$ cat config.mk
export PLATFORM = sky130hd
export DESIGN_NAME = cfg_startup_seq
export DESIGN_NICKNAME = d
export VERILOG_FILES = /design/src/rtl/cfgseq_pkg.sv /design/src/rtl/cfgseq_sync.sv /design/src/rtl/cfgseq_phase_fsm.sv /design/src/rtl/cfgseq_release.sv /design/src/rtl/cfg_startup_seq.sv
export SDC_FILE = /design/constraint.sdc
export NUM_CORES = 1
export LEC_CHECK = 0
export BUFFER_PORTS_ARGS = -buffer_cell sky130_fd_sc_hd__buf_4
export CAP_MARGIN = 5
export CORE_MARGIN = 4
export CORE_UTILIZATION = 52
export DETAILED_ROUTE_END_ITERATION = 10
export HOLD_SLACK_MARGIN = 0.12
export PLACE_DENSITY = 0.81
export SLEW_MARGIN = 20
export SYNTH_ARGS = -nofsm -noshare
export SYNTH_HDL_FRONTEND = slang
export SYNTH_SLANG_ARGS = --single-unit
$ cat constraint.sdc
create_clock -name clk -period 2.1 [get_ports clk]
set_input_delay 0.105 -clock clk [delete_from_list [all_inputs] [get_ports clk]]
set_output_delay 0.105 -clock clk [all_outputs]
set_load 0.03 [all_outputs]
$ cat src/rtl/cfgseq_pkg.sv
package cfgseq_pkg;
  localparam int N_PHASE = 4;
  localparam int N_EVT   = 3;
  localparam int SEL_W   = $clog2(N_PHASE);

  typedef enum logic [2:0] {
    ST_CFG  = 3'd0,
    ST_WAIT = 3'd1,
    ST_P1   = 3'd2,
    ST_P2   = 3'd3,
    ST_P3   = 3'd4,
    ST_P4   = 3'd5,
    ST_ACT  = 3'd6
  } seq_state_t;
endpackage

$ cat src/rtl/cfgseq_sync.sv
module cfgseq_sync #(
  parameter int   STAGES  = 2,
  parameter logic RST_VAL = 1'b0
) (
  input  logic clk,
  input  logic rst_n,
  input  logic en,
  input  logic d,
  output logic q
);
  logic [STAGES-1:0] chain;

  generate
    if (STAGES == 1) begin : g_one
      always_ff @(posedge clk or negedge rst_n) begin
        if (!rst_n)  chain <= RST_VAL;
        else if (en) chain <= d;
      end
    end else begin : g_many
      always_ff @(posedge clk or negedge rst_n) begin
        if (!rst_n)  chain <= {STAGES{RST_VAL}};
        else if (en) chain <= {chain[STAGES-2:0], d};
      end
    end
  endgenerate

  assign q = chain[STAGES-1];
endmodule

$ cat src/rtl/cfgseq_phase_fsm.sv
module cfgseq_phase_fsm
  import cfgseq_pkg::*;
(
  input  logic                 clk,
  input  logic                 rst_n,
  input  logic                 prog_evt,
  input  logic                 load_done,
  input  logic                 tick,
  input  logic                 sync_mode,
  input  logic                 done_seen,
  output seq_state_t           state,
  output logic [N_PHASE-1:0]   phase_oh
);
  seq_state_t nxt;

  always_comb begin
    nxt = state;
    if (prog_evt) begin
      nxt = ST_CFG;
    end else begin
      case (state)
        ST_CFG:  if (load_done) nxt = ST_WAIT;
        ST_WAIT: if (tick && (!sync_mode || done_seen)) nxt = ST_P1;
        ST_P1:   if (tick) nxt = ST_P2;
        ST_P2:   if (tick) nxt = ST_P3;
        ST_P3:   if (tick) nxt = ST_P4;
        ST_P4:   if (tick) nxt = ST_ACT;
        default: nxt = state;
      endcase
    end
  end

  always_ff @(posedge clk or negedge rst_n) begin
    if (!rst_n) state <= ST_CFG;
    else        state <= nxt;
  end

  generate
    for (genvar i = 0; i < N_PHASE; i++) begin : g_oh
      assign phase_oh[i] = (int'(state) == int'(ST_P1) + i);
    end
  endgenerate
endmodule

$ cat src/rtl/cfgseq_release.sv
module cfgseq_release
  import cfgseq_pkg::*;
(
  input  logic                   clk,
  input  logic                   rst_n,
  input  logic [N_PHASE-1:0]     phase_oh,
  input  logic [N_EVT*SEL_W-1:0] sel,
  input  logic                   prog_evt,
  input  logic [N_EVT-1:0]       keep_on_prog,
  output logic [N_EVT-1:0]       flags
);
  generate
    for (genvar g = 0; g < N_EVT; g++) begin : g_evt
      logic [SEL_W-1:0] s;
      logic             hit;
      assign s   = sel[g*SEL_W +: SEL_W];
      assign hit = phase_oh[s];

      always_ff @(posedge clk or negedge rst_n) begin
        if (!rst_n) begin
          flags[g] <= 1'b0;
        end else if (prog_evt) begin
          if (!keep_on_prog[g]) flags[g] <= 1'b0;
        end else if (hit) begin
          flags[g] <= 1'b1;
        end
      end
    end
  endgenerate
endmodule

$ cat src/rtl/cfg_startup_seq.sv
module cfg_startup_seq
  import cfgseq_pkg::*;
#(
  parameter int SYNC_STAGES = 2
) (
  input  logic             clk,
  input  logic             rst_n,
  input  logic             prog_n,
  input  logic             load_done,
  input  logic             cclk_en,
  input  logic             uclk_en,
  input  logic             opt_use_uclk,
  input  logic             opt_sync_done,
  input  logic             done_in,
  input  logic [SEL_W-1:0] sel_done,
  input  logic [SEL_W-1:0] sel_io,
  input  logic [SEL_W-1:0] sel_gsr,
  input  logic             bs_keep_mem,
  input  logic             bs_hold_io,
  input  logic             bs_hold_gsr,
  output logic             configuring,
  output logic             active,
  output logic             done_release,
  output logic             io_enable,
  output logic             gsr_n,
  output logic             restart,
  output logic             mem_clear
);
  localparam int EV_DONE = 0;
  localparam int EV_IO   = 1;
  localparam int EV_GSR  = 2;

  logic [1:0]         rst_pipe;
  logic               srst_n;
  logic               prog_s, prog_prev, prog_evt;
  logic               tick, done_seen;
  logic               keep_mem_q, hold_io_q, hold_gsr_q;
  logic               load_take;
  seq_state_t         state;
  logic [N_PHASE-1:0] phase_oh;
  logic [N_EVT-1:0]   flags, keep_vec;

  // reset: asserted asynchronously, released on the clock
  always_ff @(posedge clk or negedge rst_n) begin
    if (!rst_n) rst_pipe <= 2'b00;
    else        rst_pipe <= {rst_pipe[0], 1'b1};
  end
  assign srst_n = rst_pipe[1];

  cfgseq_sync #(.STAGES(SYNC_STAGES), .RST_VAL(1'b1)) u_prog_sync (
    .clk(clk), .rst_n(srst_n), .en(1'b1), .d(prog_n), .q(prog_s)
  );

  always_ff @(posedge clk or negedge srst_n) begin
    if (!srst_n) prog_prev <= 1'b1;
    else         prog_prev <= prog_s;
  end
  assign prog_evt = prog_prev & ~prog_s;

  assign tick = opt_use_uclk ? uclk_en : cclk_en;

  cfgseq_sync #(.STAGES(SYNC_STAGES), .RST_VAL(1'b0)) u_done_sync (
    .clk(clk), .rst_n(srst_n), .en(tick), .d(done_in), .q(done_seen)
  );

  cfgseq_phase_fsm u_fsm (
    .clk(clk), .rst_n(srst_n), .prog_evt(prog_evt), .load_done(load_done),
    .tick(tick), .sync_mode(opt_sync_done), .done_seen(done_seen),
    .state(state), .phase_oh(phase_oh)
  );

  // bit-stream options captured at load complete, used on next reprogram
  assign load_take = !prog_evt && (state == ST_CFG) && load_done;

  always_ff @(posedge clk or negedge srst_n) begin
    if (!srst_n) begin
      keep_mem_q <= 1'b0;
      hold_io_q  <= 1'b0;
      hold_gsr_q <= 1'b0;
    end else if (load_take) begin
      keep_mem_q <= bs_keep_mem;
      hold_io_q  <= bs_hold_io;
      hold_gsr_q <= bs_hold_gsr;
    end
  end

  always_ff @(posedge clk or negedge srst_n) begin
    if (!srst_n) begin
      restart   <= 1'b0;
      mem_clear <= 1'b0;
    end else begin
      restart   <= prog_evt;
      mem_clear <= prog_evt & ~keep_mem_q;
    end
  end

  assign keep_vec[EV_DONE] = 1'b0;
  assign keep_vec[EV_IO]   = hold_io_q;
  assign keep_vec[EV_GSR]  = hold_gsr_q;

  cfgseq_release u_rel (
    .clk(clk), .rst_n(srst_n), .phase_oh(phase_oh),
    .sel({sel_gsr, sel_io, sel_done}), .prog_evt(prog_evt),
    .keep_on_prog(keep_vec), .flags(flags)
  );

  assign done_release = flags[EV_DONE];
  assign io_enable    = flags[EV_IO];
  assign gsr_n        = flags[EV_GSR];
  assign configuring  = (state == ST_CFG);
  assign active       = (state == ST_ACT);
endmodule

After elaboration in Yosys (flattened, before gate mapping):

Index checks and enable logic that the tools add are counted.
W data, S select, Z words.

* output and inout bits: 7
* flip-flop bits (word level): 18
* input port bits: 18
* word-level logic and storage cells: 75

* bitwise gates (word level): 4
* eq/ne operators: 18
* muxes and demuxes: 23
* order comparisons: 3
* reduce and logical (&&, ||, !) cells: 14

Operator list (number)
* $eq A3 B3 Y1 const B: 7
* $mux W3: 7
* $ne A3 B2 Y1 const B: 6
* $pmux W3 S6: 1
* $mux W1: 12
* $lt A2 B3 Y1 const B: 3
* $reduce_and A7 Y1: 1
* $reduce_bool A7 Y1: 1
* $bmux W1 S2: 3
* $eq A3 B2 Y1 const B: 2
* $reduce_bool A2 Y1: 3
* $ne A2 B2 Y1 const B: 2
* $reduce_and A2 Y1: 2
* $eq A3 B1 Y1 const B: 1
* $logic_and A1 B1 Y1: 3
* $logic_not A3 Y1: 1
* $and A1 B1 Y1: 2
* $logic_not A1 Y1: 2
* $not A1 Y1: 2
* $logic_or A1 B1 Y1: 1

Logic depth before layout (Yosys ltp):

Gate-level depths: netlist (run 1).

* depth in word-level cells: 6
* gate-level depth with buffers: 4
* mapped depth without buffers: 3

Hierarchy:

A second synthesis (run 1) with hierarchy kept.

* cell total of the unflattened synthesis: 80
* area total of the unflattened synthesis: 1028.5 um2

By module, submodules not included
* cfgseq_phase_fsm: instances 1, cells an instance 39, sequential area each 75.1 um2, area each 380.4 um2
* cfg_startup_seq: instances 1, cells an instance 21, sequential area each 201.4 um2, area each 320.3 um2
* cfgseq_release: instances 1, cells an instance 12, sequential area each 75.1 um2, area each 180.2 um2
* cfgseq_sync at u_prog_sync: instances 1, cells an instance 4, sequential area each 52.6 um2, area each 75.1 um2
* cfgseq_sync at u_done_sync: instances 1, cells an instance 4, sequential area each 50.0 um2, area each 72.6 um2

Worst setup path after synthesis (run 1):

OpenSTA, ideal clock, no wires.

* path type: flip-flop to flip-flop
* start: register u_fsm.state[0]
* end: register hold_gsr_q
* data required time: 1.972 ns
* period minus slack after synthesis: 1.591 ns
* arrival time: 1.464 ns
* buffers on the path: 1
* stages on the path, launching flop included: 5
* library setup time: 0.128 ns
* path slack: 0.509 ns
* cells stage by stage: dfrtp_1 buf_6 nor3_2 nand3_1 mux2_1

* longest elaborated chain between the ends: 3

Ends and longest elaborated chain
* start, declared: line cfgseq_phase_fsm.sv:11 `output seq_state_t state,`
* start signal, assigned: line cfgseq_phase_fsm.sv:35 `else state <= nxt;`
* $logic_not A3 Y1
* via configuring: line cfg_startup_seq.sv:21 `output logic configuring,`
* $logic_and A1 B1 Y1 (2 in series): line cfg_startup_seq.sv:73 `assign load_take = !prog_evt && (state == ST_CFG) && load_done;`
* end signal, assigned: line cfg_startup_seq.sv:83 `hold_gsr_q <= bs_hold_gsr;`
* end, declared: line cfg_startup_seq.sv:37 `logic keep_mem_q, hold_io_q, hold_gsr_q;`

The timed path passes the listed nets, and every way through them passes these cells.
A chain may end at the register's enable or synchronous reset.

Final worst setup path (run 1):

* start: register u_fsm.state[2]
* end: register keep_mem_q

* longest elaborated chain between the ends: 3

Ends and longest elaborated chain
* $logic_not A3 Y1: line cfg_startup_seq.sv:73
* $logic_and A1 B1 Y1 (2 in series): line cfg_startup_seq.sv:73
* end signal, assigned: line cfg_startup_seq.sv:81 `keep_mem_q <= bs_keep_mem;`
* end, declared: line cfg_startup_seq.sv:37

No other way between the ends.

==> results of run 1 <==
[kinds of logic after synthesis]
| logic type | Yosys count |
|---|---|
| flip-flops | 18 |
| AO/OA/AOI/OAI | 15 |
| AND/OR/NAND/NOR | 15 |
| multiplexers | 6 |
| buffers and inverters | 5 |
| XOR/XNOR | 4 |
| other | 1 |
[cells in the final DEF, fill, tap and decap left out]
cell / n
dlygate4sd3_1: 7
and2b_1: 1
buf_4: 24
o31ai_1: 2
mux2_2: 3
nor4b_4: 1
a31oi_1: 1
o21a_1: 1
or3b_1: 1
nor2_1: 4
nand3b_1: 1
inv_1: 2
nand3_1: 1
xor2_1: 4
nand2b_1: 2
a311oi_1: 2
a21oi_1: 6
conb_1: 1
nand2_1: 1
dfstp_2: 3
clkbuf_4: 3
mux2_1: 3
nor3_2: 1
nor3b_2: 2
o21ai_0: 2
dfrtp_1: 15
clkbuf_8: 1
a221oi_1: 1
[cell usage after synthesis]
cell type  count  area [um2]
a221oi_1       1        8.76
buf_6          3        33.8
nor4b_4        1        23.8
nor2_1         4        15.0
o21ai_0        2        10.0
mux2_2         3        33.8
and2b_1        1        7.51
nand2b_1       2        12.5
or3b_1         1        8.76
dfrtp_1       15         375
mux2_1         3        33.8
nor3_2         1        10.0
a31oi_1        1        6.26
conb_1         1        3.75
o21a_1         1        7.51
inv_1          2        7.51
o31ai_1        2        15.0
nor3b_2        2        25.0
a21oi_1        6        30.0
dfstp_2        3        78.8
a311oi_1       2        17.5
nand3b_1       1        7.51
nand2_1        1        3.75
nand3_1        1        5.00
xor2_1         4        35.0
[registers in the layout (all words and copies together) (netlist names)]
| register | cells |
|---|---|
| u_rel.flags | 3 |
| hold_gsr_q | 1 |
| rst_pipe | 2 |
| u_fsm.state | 3 |
| u_done_sync.chain | 2 |
| keep_mem_q | 1 |
| prog_prev | 1 |
| u_prog_sync.chain | 2 |
| hold_io_q | 1 |
| mem_clear | 1 |
| restart | 1 |
[critical path, stage by stage, from the launching register on]
cell and delay [ns]:
dfrtp_1 0.57, nor3_2 0.29, nand3_1 0.17, mux2_1 0.34
[area by class of cell]
class	instances	area [um2]	area share, %
Clock buffer	4	36.3	3.33
Tap cell	16	20.0	1.84
Sequential cell	18	454	41.7
Inverter	2	7.51	0.690
Multi-Input combinational cell	41	320	29.4
Timing Repair Buffer	31	250	23.0
[power groups by stage]
stage | clock [W] | combinational, W | sequential, W
finish | 0.000210 | 0.000456 | 0.000593
global route | 0.000234 | 0.000495 | 0.000615
detailed placement | 0 | 0.000447 | 0.000599
floorplan | 0 | 0.000381 | 0.000567
CTS | 0.000220 | 0.000460 | 0.000592
global placement | 0 | 0.000438 | 0.000589
[per-stage QoR]
stage,setup slack (ns),std cells,hold slack [ns],util [%]
finish,0.615,112,0.153,73.1
floorplan,0.509,64,-0.191,-
global route,0.503,112,0.147,73.1
detailed placement,0.631,101,-0.112,66.0
CTS,0.610,112,0.140,73.1
global placement,0.712,101,-0.112,66.0
[routing by layer]
metal,track usage [%],vias to the layer above
li1,-,290
met1,20.6,299
met2,27.0,22
met3,2.26,5
met4,8.06,0
met5,0,-
[final timing paths]
path,endpoint,from,slack [ns]
setup / recovery,keep_mem_q,u_fsm.state[2],0.62
hold / removal,u_rel.flags[1],sel_io[0],0.15
setup reg to reg,keep_mem_q,u_fsm.state[2],0.62
hold reg to reg,u_fsm.state[2],rst_pipe[1],0.26
max in group asynchronous,rst_pipe[0],rst_n,1.33
min in group asynchronous,u_fsm.state[2],rst_pipe[1],0.26
==> flow_summary.json, run 1 <==
{
  "io_pins": 25,
  "irDropWorstVdd_mv": 0.673,
  "die_y_um": 47.6,
  "slew_headroom_pct": 58.7,
  "wl_per_cell_um": 14.2,
  "p_sw_share_pct": 37.7,
  "cts_resized": 0,
  "tightest_slew_ns": 0.619,
  "drive_gt1_share_pct": 39.6,
  "reg2regPathDepth": 3,
  "powerDensity_nw_per_um2": 1160,
  "met2_wirelength_um": 748,
  "report.final.slew_viol_count": 0,
  "postCtsSetupBuffers": 0,
  "wirelength_um": 1590,
  "cts.sinks": 18,
  "vias_per_cell": 5.50,
  "yosys_warnings": 0,
  "grt_pass1_wl_um": 2540,
  "finalPower_w": 0.00126,
  "p_clk_share_pct": 16.7,
  "clock-root-buffer": "clkbuf_4",
  "cts_buffers": 3,
  "hold_buffers": 7,
  "dieArea_um2": 2270,
  "grt_max_degree": 17,
  "rows": 14,
  "rsz0062_at_grt": "false",
  "seqPwrFrac_pct": 47.1,
  "ant_nets": 0,
  "p_comb_share_pct": 36.2,
  "synth_fa_ha_area_share_pct": 0,
  "via_count": 616,
  "syn_area_per_cell_um2": 12.7,
  "synth_cells": 64,
  "drc": 0,
  "path_max_fanout": 13,
  "synth_compound_area_share_pct": 11.7,
  "met1_length_um": 700,
  "skew_ns": 0.00345,
  "yosys.area_share.simple_pct": 14.6,
  "io_buffers": 24,
  "critPathCaptureType": "flop",
  "status": "completed",
  "critical_path_class": "flop to flop",
  "clk_pin_slew_ns": 0.10,
  "period_share_pct": 70.7,
  "cts_tree": "yes",
  "synth_area_um2": 816,
  "dr_wl_met3_um": 112,
  "clk_latency_ns": 0.29,
  "maxCapViolations": 0,
  "final.setup.tns_ns": 0,
  "leakagePower_nw": 0.506,
  "core_region_area_um2": 1490,
  "diodes": 0,
  "die_x_um": 47.6,
  "netSwitchingPower_w": 0.000474,
  "cp_data_required_time_ns": 2.28,
  "fin_crit_ns": 1.48,
  "synth_xor_xnor_area_share_pct": 4.29,
  "internal_power_w": 0.000785,
  "start_util_pct": 54.8,
  "finalSetupViolCount": 0,
  "drt_first_pass_iters": 4,
  "syn_nets": 82,
  "synth.area.mux_share_pct": 8.28,
  "fmax_mhz": 674,
  "top_layer": "met4",
  "nets": 115,
  "startpoint_type": "flop",
  "synth_top_family_by_area": "simple AND/OR/NAND/NOR gates",
  "postPlaceCellArea_um2": 982,
  "seq_area_frac_synth_pct": 55.7,
  "whs_path_depth": 3,
  "area_delta_synth_final_pct": 33.4,
  "place_congestion": 0.779,
  "finalInstanceArea_um2": 1090,
  "cts_max_path_buffers": 2,
  "finalHoldViolations": 0,
  "synth_seq_cells": 18,
  "cts_htree_levels": 1,
  "hp-class": "input pin to flop",
  "grt-ovfl-total": 0,
  "arrival_ns": 1.66,
  "synth_cell_types": 25,
  "antenna_found_initial": 0,
  "drt_iter0_drc": 6,
  "track_usage_pct": 16.2,
  "grt_pass1_vias": 594,
  "n_fill_cell": 111
}
Power figures use the tool's default switching activity.
==> run 2, diff against run 1 <==
- CORE_UTILIZATION: 52 -> 44
- PLACE_DENSITY: 0.81 -> 0.73
- clock period: 2.1 -> 1.3 ns (I/O delays scaled with it)
==> flow_summary.json, run 2 (synthesis results as in run 1) <==
{
  "drive_gt1_share_pct": 45.7,
  "drt_iter0_drc": 2,
  "start_util_pct": 46.7,
  "vias_per_cell": 4.91,
  "powerDensity_nw_per_um2": 1880,
  "irDropWorstVdd_mv": 0.976,
  "rsz0062_at_grt": "true",
  "period_share_pct": 97.9,
  "grt_pass1_vias": 662,
  "post-place-ws_ns": 0.00153,
  "critPathCaptureType": "flop",
  "finalHoldViolations": 0,
  "clk_pin_slew_ns": 0.10,
  "place_congestion": 0.716,
  "arrival_ns": 1.45,
  "fin_util_pct": 69.5,
  "top_regs": "u_fsm.state: 3 flops, u_rel.flags: 3 flops",
  "setup_ws_ns": 0.0273,
  "grt_pass1_wl_um": 2930,
  "status": "completed",
  "grt-ovfl-total": 0,
  "report.final.slew_viol_count": 0,
  "final.setup.tns_ns": 0,
  "cts_htree_levels": 1,
  "cts_buffers": 3,
  "antenna_found_initial": 0,
  "wirelength_um": 1610,
  "nets": 124,
  "leakagePower_nw": 0.557,
  "cts_max_path_buffers": 2,
  "tightest_slew_ns": 0.601,
  "cp_data_required_time_ns": 1.47,
  "finalSetupViolCount": 0,
  "clock-root-buffer": "clkbuf_4",
  "wl_per_cell_um": 12.4,
  "dieArea_um2": 2610,
  "die_y_um": 51.1,
  "hold_ws_ns": 0.140,
  "io_pins": 25,
  "cts.sinks": 18,
  "core_region_area_um2": 1750,
  "rows": 15,
  "maxCapViolations": 0,
  "n_fill_cell": 142,
  "clk_latency_ns": 0.29,
  "track_usage_pct": 14.9,
  "fmax_mhz": 786,
  "via_count": 638,
  "layout_common_cells": "buf_4, dfrtp_1, dlygate4sd3_1, a21oi_1",
  "startpoint_type": "flop",
  "die_x_um": 51.1,
  "hpwlAfterDp_um": 1190,
  "fin_crit_ns": 1.27,
  "grt_max_degree": 17,
  "path_max_fanout": 4,
  "final_common_cell": "buf_4",
  "drt_first_pass_iters": 4,
  "drc": 0,
  "finalPower_w": 0.00228,
  "diodes": 0,
  "io_buffers": 24,
  "hp-class": "input pin to flop",
  "slew_headroom_pct": 59.9,
  "cts_tree": "yes",
  "critical_path_class": "flop to flop",
  "area_delta_synth_final_pct": 48.6,
  "ant_nets": 0,
  "skew_ns": 0.00960
}
## run 2: cell types whose count changed in the layout (fill, tap and decap cells not counted), sizes merged
cell | previous run | this run
buf | 24 | 31
dlygate4sd3 | 7 | 9
## run 2: area by class of cell
type / instances / area, um2 / area share [%]
Timing Repair Buffer: 40 / 352 / 29.0
Multi-Input combinational cell: 41 / 339 / 28.0
Inverter: 2 / 7.51 / 0.619
Tap cell: 25 / 31.3 / 2.58
Sequential cell: 18 / 457 / 37.7
Clock buffer: 4 / 26.3 / 2.17
## run 2: critical path: stages (launching register included)
cell and delay, ns:
dfrtp_2 0.46, nor3_4 0.22, nand3_2 0.14, mux2_1 0.33
## run 2: final timing paths
| check | from | cells after the start | slack [ns] | to |
|---|---|---|---|---|
| min | sel_gsr[1] | 4 | 0.14 | u_rel.flags[2] |
| max reg2reg | u_fsm.state[1] | 3 | 0.03 | hold_gsr_q |
| max | u_fsm.state[1] | 3 | 0.03 | hold_gsr_q |
| max in group asynchronous | rst_n | 3 | 0.57 | rst_pipe[0] |
| min reg2reg | rst_pipe[1] | 0 | 0.26 | u_done_sync.chain[1] |
| min in group asynchronous | rst_pipe[1] | 0 | 0.26 | u_done_sync.chain[1] |
## run 2: stage by stage
step / cells / instance area (um2)
floorplan: 64 / 827
global placement: 115 / 1070
finish: 130 / 1210
global route: 130 / 1210
detailed placement: 115 / 1070
CTS: 128 / 1190
## run 2: repair_timing
| action | 4_1_cts | 5_1_grt |
|---|---|---|
| endpoints found under the setup margin | 6 | 8 |
| resized for setup | 3 | 1 |
| hold endpoints to repair | 9 | 0 |
| pin swaps | 1 | 7 |
| setup buffers | 0 | 2 |
| hold buffers | 9 | 0 |
## run 2: where the power goes
group / switching, W / total [W] / internal (W)
clock: 0.000166 / 0.000285 / 0.000119
sequential: 0.000139 / 0.000864 / 0.000726
combinational: 0.000537 / 0.00113 / 0.000593
## run 2: routing by layer
layer | up-vias | track usage [%] | wire [um]
li1 | 307 | - | -
met1 | 303 | 16.5 | 667
met2 | 24 | 26.2 | 818
met3 | 4 | 4.37 | 98
met4 | 0 | 6.73 | 29
met5 | - | 0 | 0
